==> config.mk <==
export PLATFORM = sky130hd
export DESIGN_NAME = frame_irq_gen
export DESIGN_NICKNAME = d
export VERILOG_FILES = /design/src/rtl/frame_irq_gen.sv
export SDC_FILE = /design/constraint.sdc
export NUM_CORES = 1
export LEC_CHECK = 0
export BUFFER_PORTS_ARGS = -buffer_cell sky130_fd_sc_hd__clkbuf_2
export CAP_MARGIN = 20
export CELL_PAD_IN_SITES_DETAIL_PLACEMENT = 1
export CELL_PAD_IN_SITES_GLOBAL_PLACEMENT = 1
export CORE_AREA = 2 2 39 41
export CTS_CLUSTER_DIAMETER = 30
export DETAILED_ROUTE_END_ITERATION = 8
export DIE_AREA = 0 0 41 43
export PLACE_DENSITY_LB_ADDON = 0.1
export REMOVE_ABC_BUFFERS = 1
export SETUP_SLACK_MARGIN = 0.3
export SYNTH_ARGS = -nofsm -noshare
export SYNTH_HDL_FRONTEND = slang
export SYNTH_SLANG_ARGS = --single-unit
==> constraint.sdc <==
create_clock -name clk -period 1.4 [get_ports clk]
set_input_delay 0.42 -clock clk [delete_from_list [all_inputs] [get_ports clk]]
set_output_delay 0.42 -clock clk [all_outputs]
set_load 0.03 [all_outputs]
==> src/rtl/frame_irq_gen.sv <==
module frame_irq_gen #(
  parameter int W_BASE = 32,
  parameter int W_ALT  = 36,
  parameter int W_CAP  = 37,
  localparam int WMAX  = (W_BASE > W_ALT) ? ((W_BASE > W_CAP) ? W_BASE : W_CAP)
                                          : ((W_ALT > W_CAP) ? W_ALT : W_CAP),
  localparam int CW    = $clog2(WMAX + 1)
) (
  input  logic       clk,
  input  logic       rst_n,
  input  logic       cpu_ce,
  input  logic       frame_strobe,
  input  logic [1:0] model_sel,
  input  logic       xbus_en,
  input  logic       xpin_in,
  output logic       xpin_drive,
  output logic       cpu_int_n
);

  logic          active;
  logic [CW-1:0] cnt;
  logic [CW-1:0] load_val;

  always_comb begin
    case (model_sel)
      2'b01:   load_val = CW'(W_ALT);
      2'b10:   load_val = CW'(W_CAP);
      default: load_val = CW'(W_BASE);
    endcase
  end

  always_ff @(posedge clk or negedge rst_n) begin
    if (!rst_n) begin
      active <= 1'b0;
      cnt    <= '0;
    end else if (!active) begin
      if (frame_strobe) begin
        active <= 1'b1;
        cnt    <= load_val;
      end
    end else if (cpu_ce) begin
      cnt <= cnt - 1'b1;
      if (cnt == CW'(1)) active <= 1'b0;
    end
  end

  wire int_gen_n = ~active;

  assign xpin_drive = xbus_en ? int_gen_n : 1'b1;
  assign cpu_int_n  = xbus_en ? xpin_in   : int_gen_n;

endmodule

==> flow_summary_export.csv, run 1 <==
group,metric,value,unit
synth,synth_cells,45,
power_and_ir_drop,p_int,745.9,uW
clock_network,insertion_delay,250,ps
clock_network,cts_made_buffers,3,
worst_setup_path,cpPeakStageDelay,390,ps
timing,fmax,729.5,MHz
worst_setup_path,crit_required,980,ps
synth,async_flop_share,100.0,%
synth,yosys_warnings,0,
timing,setup_viol,0,
timing,rsz0062_at_grt,"yes",
grt,grt.total_usage,15.81,%
layout,final_util,46.38,%
routing,viasPerCell,5.075,
layout,drive_above_1_share,46.88,%
clock_network,htreeDepth,1,
timing,finalHoldViolCount,0,
power_and_ir_drop,power_density,1870,nW/um2
routing,finalWirelength,1.159,mm
power_and_ir_drop,power_frac_seq,32.4,%
synth,syn_avg_cell_area,9.537,um2
grt,grt_pass1_vias,401,
worst_setup_path,worstPathCellList,"o21ai_1 > buf_4",
synth,yosys.cell_types.count,24,
clock_network,clkSlewWorstSetupHoldPaths,50,ps
routing,final_antenna_net_count,0,
worst_setup_path,r2r_cells,5,
power_and_ir_drop,power.leakage,0.0002942,uW
clock_network,clock-sinks,7,
worst_setup_path,worstPathBufferInverterCount,1,
timing,fin_crit,1371,ps
power_and_ir_drop,finalPower,1200,uW
clock_network,cts_tree,"built",
synth,ys_seq_area_share,40.82,%
clock_network,root_buffer,"clkbuf_4",
worst_setup_path,worst_setup_path_end_kind,"output port",
worst_setup_path,timing.rr.start,"cnt[1]$_DFFE_PN0P_",
layout,insertedDiodeCount,0,
worst_setup_path,reg2reg_slack,160,ps
timing,min_period_over_period,97.91,%
routing,detail_route.wl_per_cell,14.49,um
power_and_ir_drop,clock_power_share,15.1,%
hold_path,min_path_cells,2,
routing,drcViolationCount,0,
power_and_ir_drop,ir_drop,862.5,uV
worst_setup_path,reg2reg_to,"cnt[2]$_DFFE_PN0P_",
power_and_ir_drop,p_sw,454.5,uW
hold_path,hp-class,"in -> reg",
grt,grt_remaining_overflow,0,
timing,max_slew_margin,83.10,%
hold_path,whs_endpoint,"cnt[1]$_DFFE_PN0P_",
worst_setup_path,cpMaxStageDelayCell,"dfrtp_1",
floorplan,start_util,31.01,%
floorplan,rows,14,
routing,vias,406,
timing,setup_ws,29.25,ps
layout,area_growth_syn_to_layout,49.56,%
synth,synth-edff-count,0,
grt,antenna_found_initial,0,
routing,drtPass1Iterations,2,
grt,grt_pass1_wl,1.814,mm
grt,grt_max_degree,10,
timing,maxSlewViolCount,0,
place,place_ws,80.22,ps
worst_setup_path,cp_top_family,"flip-flops",
layout,final-instance-count-excl-fill,80,
layout,most-common-layout-cells,"7 x dfrtp_1, 7 x clkbuf_2, 6 x nand2_1",
timing,clock_skew,0.7409,ps
synth,synth_ff_type,"dfrtp_1",
place,dp.cells,73,
outcome,status,"completed",
place,portBuffers,9,
floorplan,fp.dieH,43,um
timing,max_slew.worst_pin.slew,251.4,ps
power_and_ir_drop,switching_share,37.87,%
floorplan,core_area,1384,um2
floorplan,ioPinCount,10,
worst_setup_path,worst_setup_path_start_kind,"flop",
worst_setup_path,path_max_fanout,3,
clock_network,clock_path_buffers,2,
worst_setup_path,path_class,"reg -> out",
place,place_hpwl,863,um
floorplan,die_x,41,um
power_and_ir_drop,combPwrFrac,52.5,%
worst_setup_path,arrival,950,ps
routing,drt-initial-drc-count,1,
place,place.gp.congestion,0.7407,
layout,final_nets,76,
hold_path,holdCritStartpoint,"frame_strobe",
synth,ys_ff_latch,7,
job,cap_violations,0,
synth,syn_area,429.2,um2
floorplan,die_area,1763,um2
[Yosys cell counts, types with 2 or more instances]
| master | n | area share [%] |
|---|---|---|
| mux2i_1 | 2 | 4.7 |
| a21oi_1 | 3 | 3.5 |
| inv_1 | 3 | 2.6 |
| dfrtp_1 | 7 | 41 |
| ha_1 | 3 | 8.7 |
| nand2_1 | 8 | 7.0 |
| nor2_1 | 2 | 1.7 |
[worst max path at each step]
stage	endpoint	slack, ps	cells after the start	startpoint
6_report	cpu_int_n	30	2	active$_DFF_PN0_
3_3_place_gp	cpu_int_n	120	3	xbus_en
4_1_cts	cpu_int_n	10	2	active$_DFF_PN0_
3_5_place_dp	cnt[2]$_DFFE_PN0P_	80	5	cnt[1]$_DFFE_PN0P_
5_1_grt	cpu_int_n	-30	2	active$_DFF_PN0_
2_1_floorplan	cpu_int_n	-200	1	active$_DFF_PN0_
[sequential cells by signal, summed over array words and instances (netlist names)]
register / count
cnt: 6
active: 1
[power by group through the flow]
stage / Combinational (uW) / Clock, uW / Sequential [uW]
global route: 702 / 209 / 399
CTS: 516 / 189 / 368
global placement: 421 / 0 / 354
detailed placement: 441 / 0 / 362
finish: 630 / 181 / 389
floorplan: 256 / 0 / 373
[worst register-to-register path: cells and delay by family (launching register included)]
| family | cells | cell delay, ps |
|---|---|---|
| adder cells (fa/ha/maj) | 1 | 140 |
| AO/OA/AOI/OAI | 2 | 450 |
| flip-flops | 1 | 390 |
| buffers and inverters | 1 | 100 |
| AND/OR/NAND/NOR | 1 | 40 |
[metal layers]
layer  track usage (%)  part of all wire [%]  up-vias  routed length, um
li1                  -                     -      197                  -
met1             18.87                    41      202                478
met2             25.31                    57        5                655
met3             3.141                   1.6        2                 19
met4             8.000                  0.43        0                  5
met5                 0                     0        -                  0
[kinds of logic (layout without fill, tap and decap cells)]
group / Yosys count / count (layout) / share of synthesized area, %
fa+ha+maj: 3 / 3 / 8.747
buf+inv: 4 / 23 / 4.374
flops: 7 / 7 / 40.82
mux: 2 / 2 / 4.665
compound gates: 10 / 10 / 15.16
xor+xnor: 1 / 1 / 2.041
simple gates: 18 / 18 / 24.20
[area by class of cell]
cell class	instances	area, um2
sequential	7	175.2
clock buffer	4	26.28
timing repair buffer	16	123.9
multi-input combinational	34	285.3
tap	16	20.02
fill	152	742.0
inverter	3	11.26
[what timing repair did]
action                     4_1_cts  5_1_grt
setup endpoints to repair        6        9
setup buffers                    1        1
hold endpoints to repair         3        0
gates resized for setup          9       12
hold buffers                     1        0
pin swaps                        3        1
[through the flow]
step	instance area, um2	TNS (ps)	hold slack (ps)
after floorplan	421.7	-200.5	124.4
after global placement	516.7	0	267.8
after detailed placement	516.7	0	269.4
after CTS	589.3	0	451.7
after global routing	641.9	-26.83	464.5
final	641.9	0	447.3
(Power assumes the default switching activity.)
==> inputs of run 2 (changes only) <==
Settings changed: MAX_ROUTING_LAYER set to met4.
==> flow_summary_export.csv, run 2 (synthesized netlist as in run 1, its figures left out) <==
group,metric,value,unit
routing,drtPass1Iterations,2,
layout,final_nets,76,
layout,reg_top3,"cnt x6, active x1",
layout,stdcell_area,641.9,um2
grt,grt.total_usage,16.30,%
timing,finalHoldViolCount,0,
floorplan,die_x,41,um
layout,insertedDiodeCount,0,
routing,detail_route.wl_per_cell,14.56,um
timing,clock_skew,0.2702,ps
routing,final_antenna_net_count,0,
clock_network,clock_path_buffers,2,
power_and_ir_drop,power_density,1872,nW/um2
grt,grt_pass1_vias,404,
power_and_ir_drop,ir_drop,861.1,uV
timing,maxSlewViolCount,0,
place,portBuffers,9,
floorplan,die_area,1763,um2
floorplan,core_area,1384,um2
place,place_hpwl,863,um
power_and_ir_drop,switching_share,37.92,%
timing,setup_ws,30.12,ps
routing,drcViolationCount,0,
place,postPlaceCellArea,516.7,um2
clock_network,insertion_delay,250,ps
layout,area_growth_syn_to_layout,49.56,%
grt,use_met1,19.21,%
job,cap_violations,0,
grt,antenna_found_initial,0,
layout,most-common-layout-cells,"7 x dfrtp_1, 7 x clkbuf_2, 6 x nand2_1",
layout,largest_reg_flops,6,
worst_setup_path,crit_required,980,ps
floorplan,fp.dieH,43,um
clock_network,clock-sinks,7,
clock_network,root_buffer,"clkbuf_4",
clock_network,cts_tree,"built",
power_and_ir_drop,clock_power_share,15.0,%
layout,top_register,"cnt",
worst_setup_path,worst_setup_path_start_kind,"flop",
timing,min_period_over_period,97.85,%
grt,grt_max_degree,10,
worst_setup_path,path_max_fanout,3,
clock_network,cts_made_buffers,3,
timing,rsz0062_at_grt,"yes",
timing,fmax,730.0,MHz
floorplan,start_util,31.01,%
floorplan,ioPinCount,10,
routing,finalWirelength,1.165,mm
grt,gr-usage-met2,25.31,%
clock_network,clkSlewWorstSetupHoldPaths,50,ps
place,place_ws,80.22,ps
power_and_ir_drop,power_frac_seq,32.4,%
power_and_ir_drop,p_sw,455.6,uW
grt,grt_remaining_overflow,0,
layout,drive_above_1_share,46.88,%
timing,setup_viol,0,
routing,drt-initial-drc-count,1,
power_and_ir_drop,p_int,745.8,uW
grt,grt_pass1_wl,1.821,mm
worst_setup_path,arrival,950,ps
timing,fin_crit,1370,ps
floorplan,rows,14,
clock_network,htreeDepth,1,
place,place.gp.congestion,0.7500,
timing,hold-worst-slack,448.0,ps
worst_setup_path,worst_setup_path_end_kind,"output port",
hold_path,hp-class,"in -> reg",
grt,grtUsageMet3,3.141,%
worst_setup_path,path_class,"reg -> out",
power_and_ir_drop,combPwrFrac,52.6,%
timing,max_slew_margin,83.10,%
routing,viasPerCell,5.050,
routing,vias,404,
timing,max_slew.worst_pin.slew,251.4,ps
power_and_ir_drop,power.leakage,0.0002942,uW
outcome,status,"completed",
grt,top_usage_layer,"met2",
-- run 2: cell counts in the layout (fill, tap and decap cells not counted) --
No cell type changed its count.
-- run 2: routing by layer --
layer	up-vias	routed length, um
met5	-	0
met4	0	5
met3	2	19
met2	5	656
met1	201	483
li1	196	-
-- run 2: power groups by stage --
stage | combinational [uW] | sequential (uW) | clock, uW
finish | 631 | 390 | 180
global route | 702 | 401 | 209
CTS | 516 | 368 | 189
detailed placement | 441 | 362 | 0
global placement | 421 | 354 | 0
floorplan | 256 | 373 | 0
-- run 2: cell type report --
cell class | count | area, um2
Multi-Input combinational cell | 34 | 285.3
Sequential cell | 7 | 175.2
Timing Repair Buffer | 16 | 123.9
Tap cell | 16 | 20.02
Clock buffer | 4 | 26.28
Fill cell | 152 | 742.0
Inverter | 3 | 11.26
-- run 2: worst max-delay path, stage by stage, from the launching register on --
cell and delay (ps):
dfrtp_1 390, o21ai_1 140, buf_4 180
-- run 2: repair_timing --
item | 4_1_cts | 5_1_grt
hold endpoints to repair | 3 | 0
hold buffers | 1 | 0
pin swaps | 3 | 1
gates resized for setup | 9 | 12
buffers inserted | 1 | 1
setup endpoints to repair | 6 | 9
-- run 2: final timing paths --
check | from | endpoint | slack [ps] | cells after the start
setup / recovery | active$_DFF_PN0_ | cpu_int_n | 30 | 2
hold / removal | frame_strobe | cnt[1]$_DFFE_PN0P_ | 450 | 2
setup reg to reg | cnt[1]$_DFFE_PN0P_ | cnt[2]$_DFFE_PN0P_ | 160 | 5
hold reg to reg | cnt[3]$_DFFE_PN0P_ | cnt[3]$_DFFE_PN0P_ | 480 | 1
max in group asynchronous | rst_n | cnt[1]$_DFFE_PN0P_ | 680 | 2
min in group asynchronous | rst_n | cnt[0]$_DFFE_PN0P_ | 550 | 2
-- run 2: stage by stage --
| step | utilization [%] | TNS, ps | std cells | power (uW) |
|---|---|---|---|---|
| after floorplan | - | -200.5 | 44 | 629.0 |
| after global placement | 37.34 | 0 | 73 | 774.9 |
| after detailed placement | 37.34 | 0 | 73 | 803.3 |
| after CTS | 42.59 | 0 | 79 | 1073 |
| after global routing | 46.38 | -26.83 | 80 | 1311 |
| final | 46.38 | 0 | 80 | 1201 |
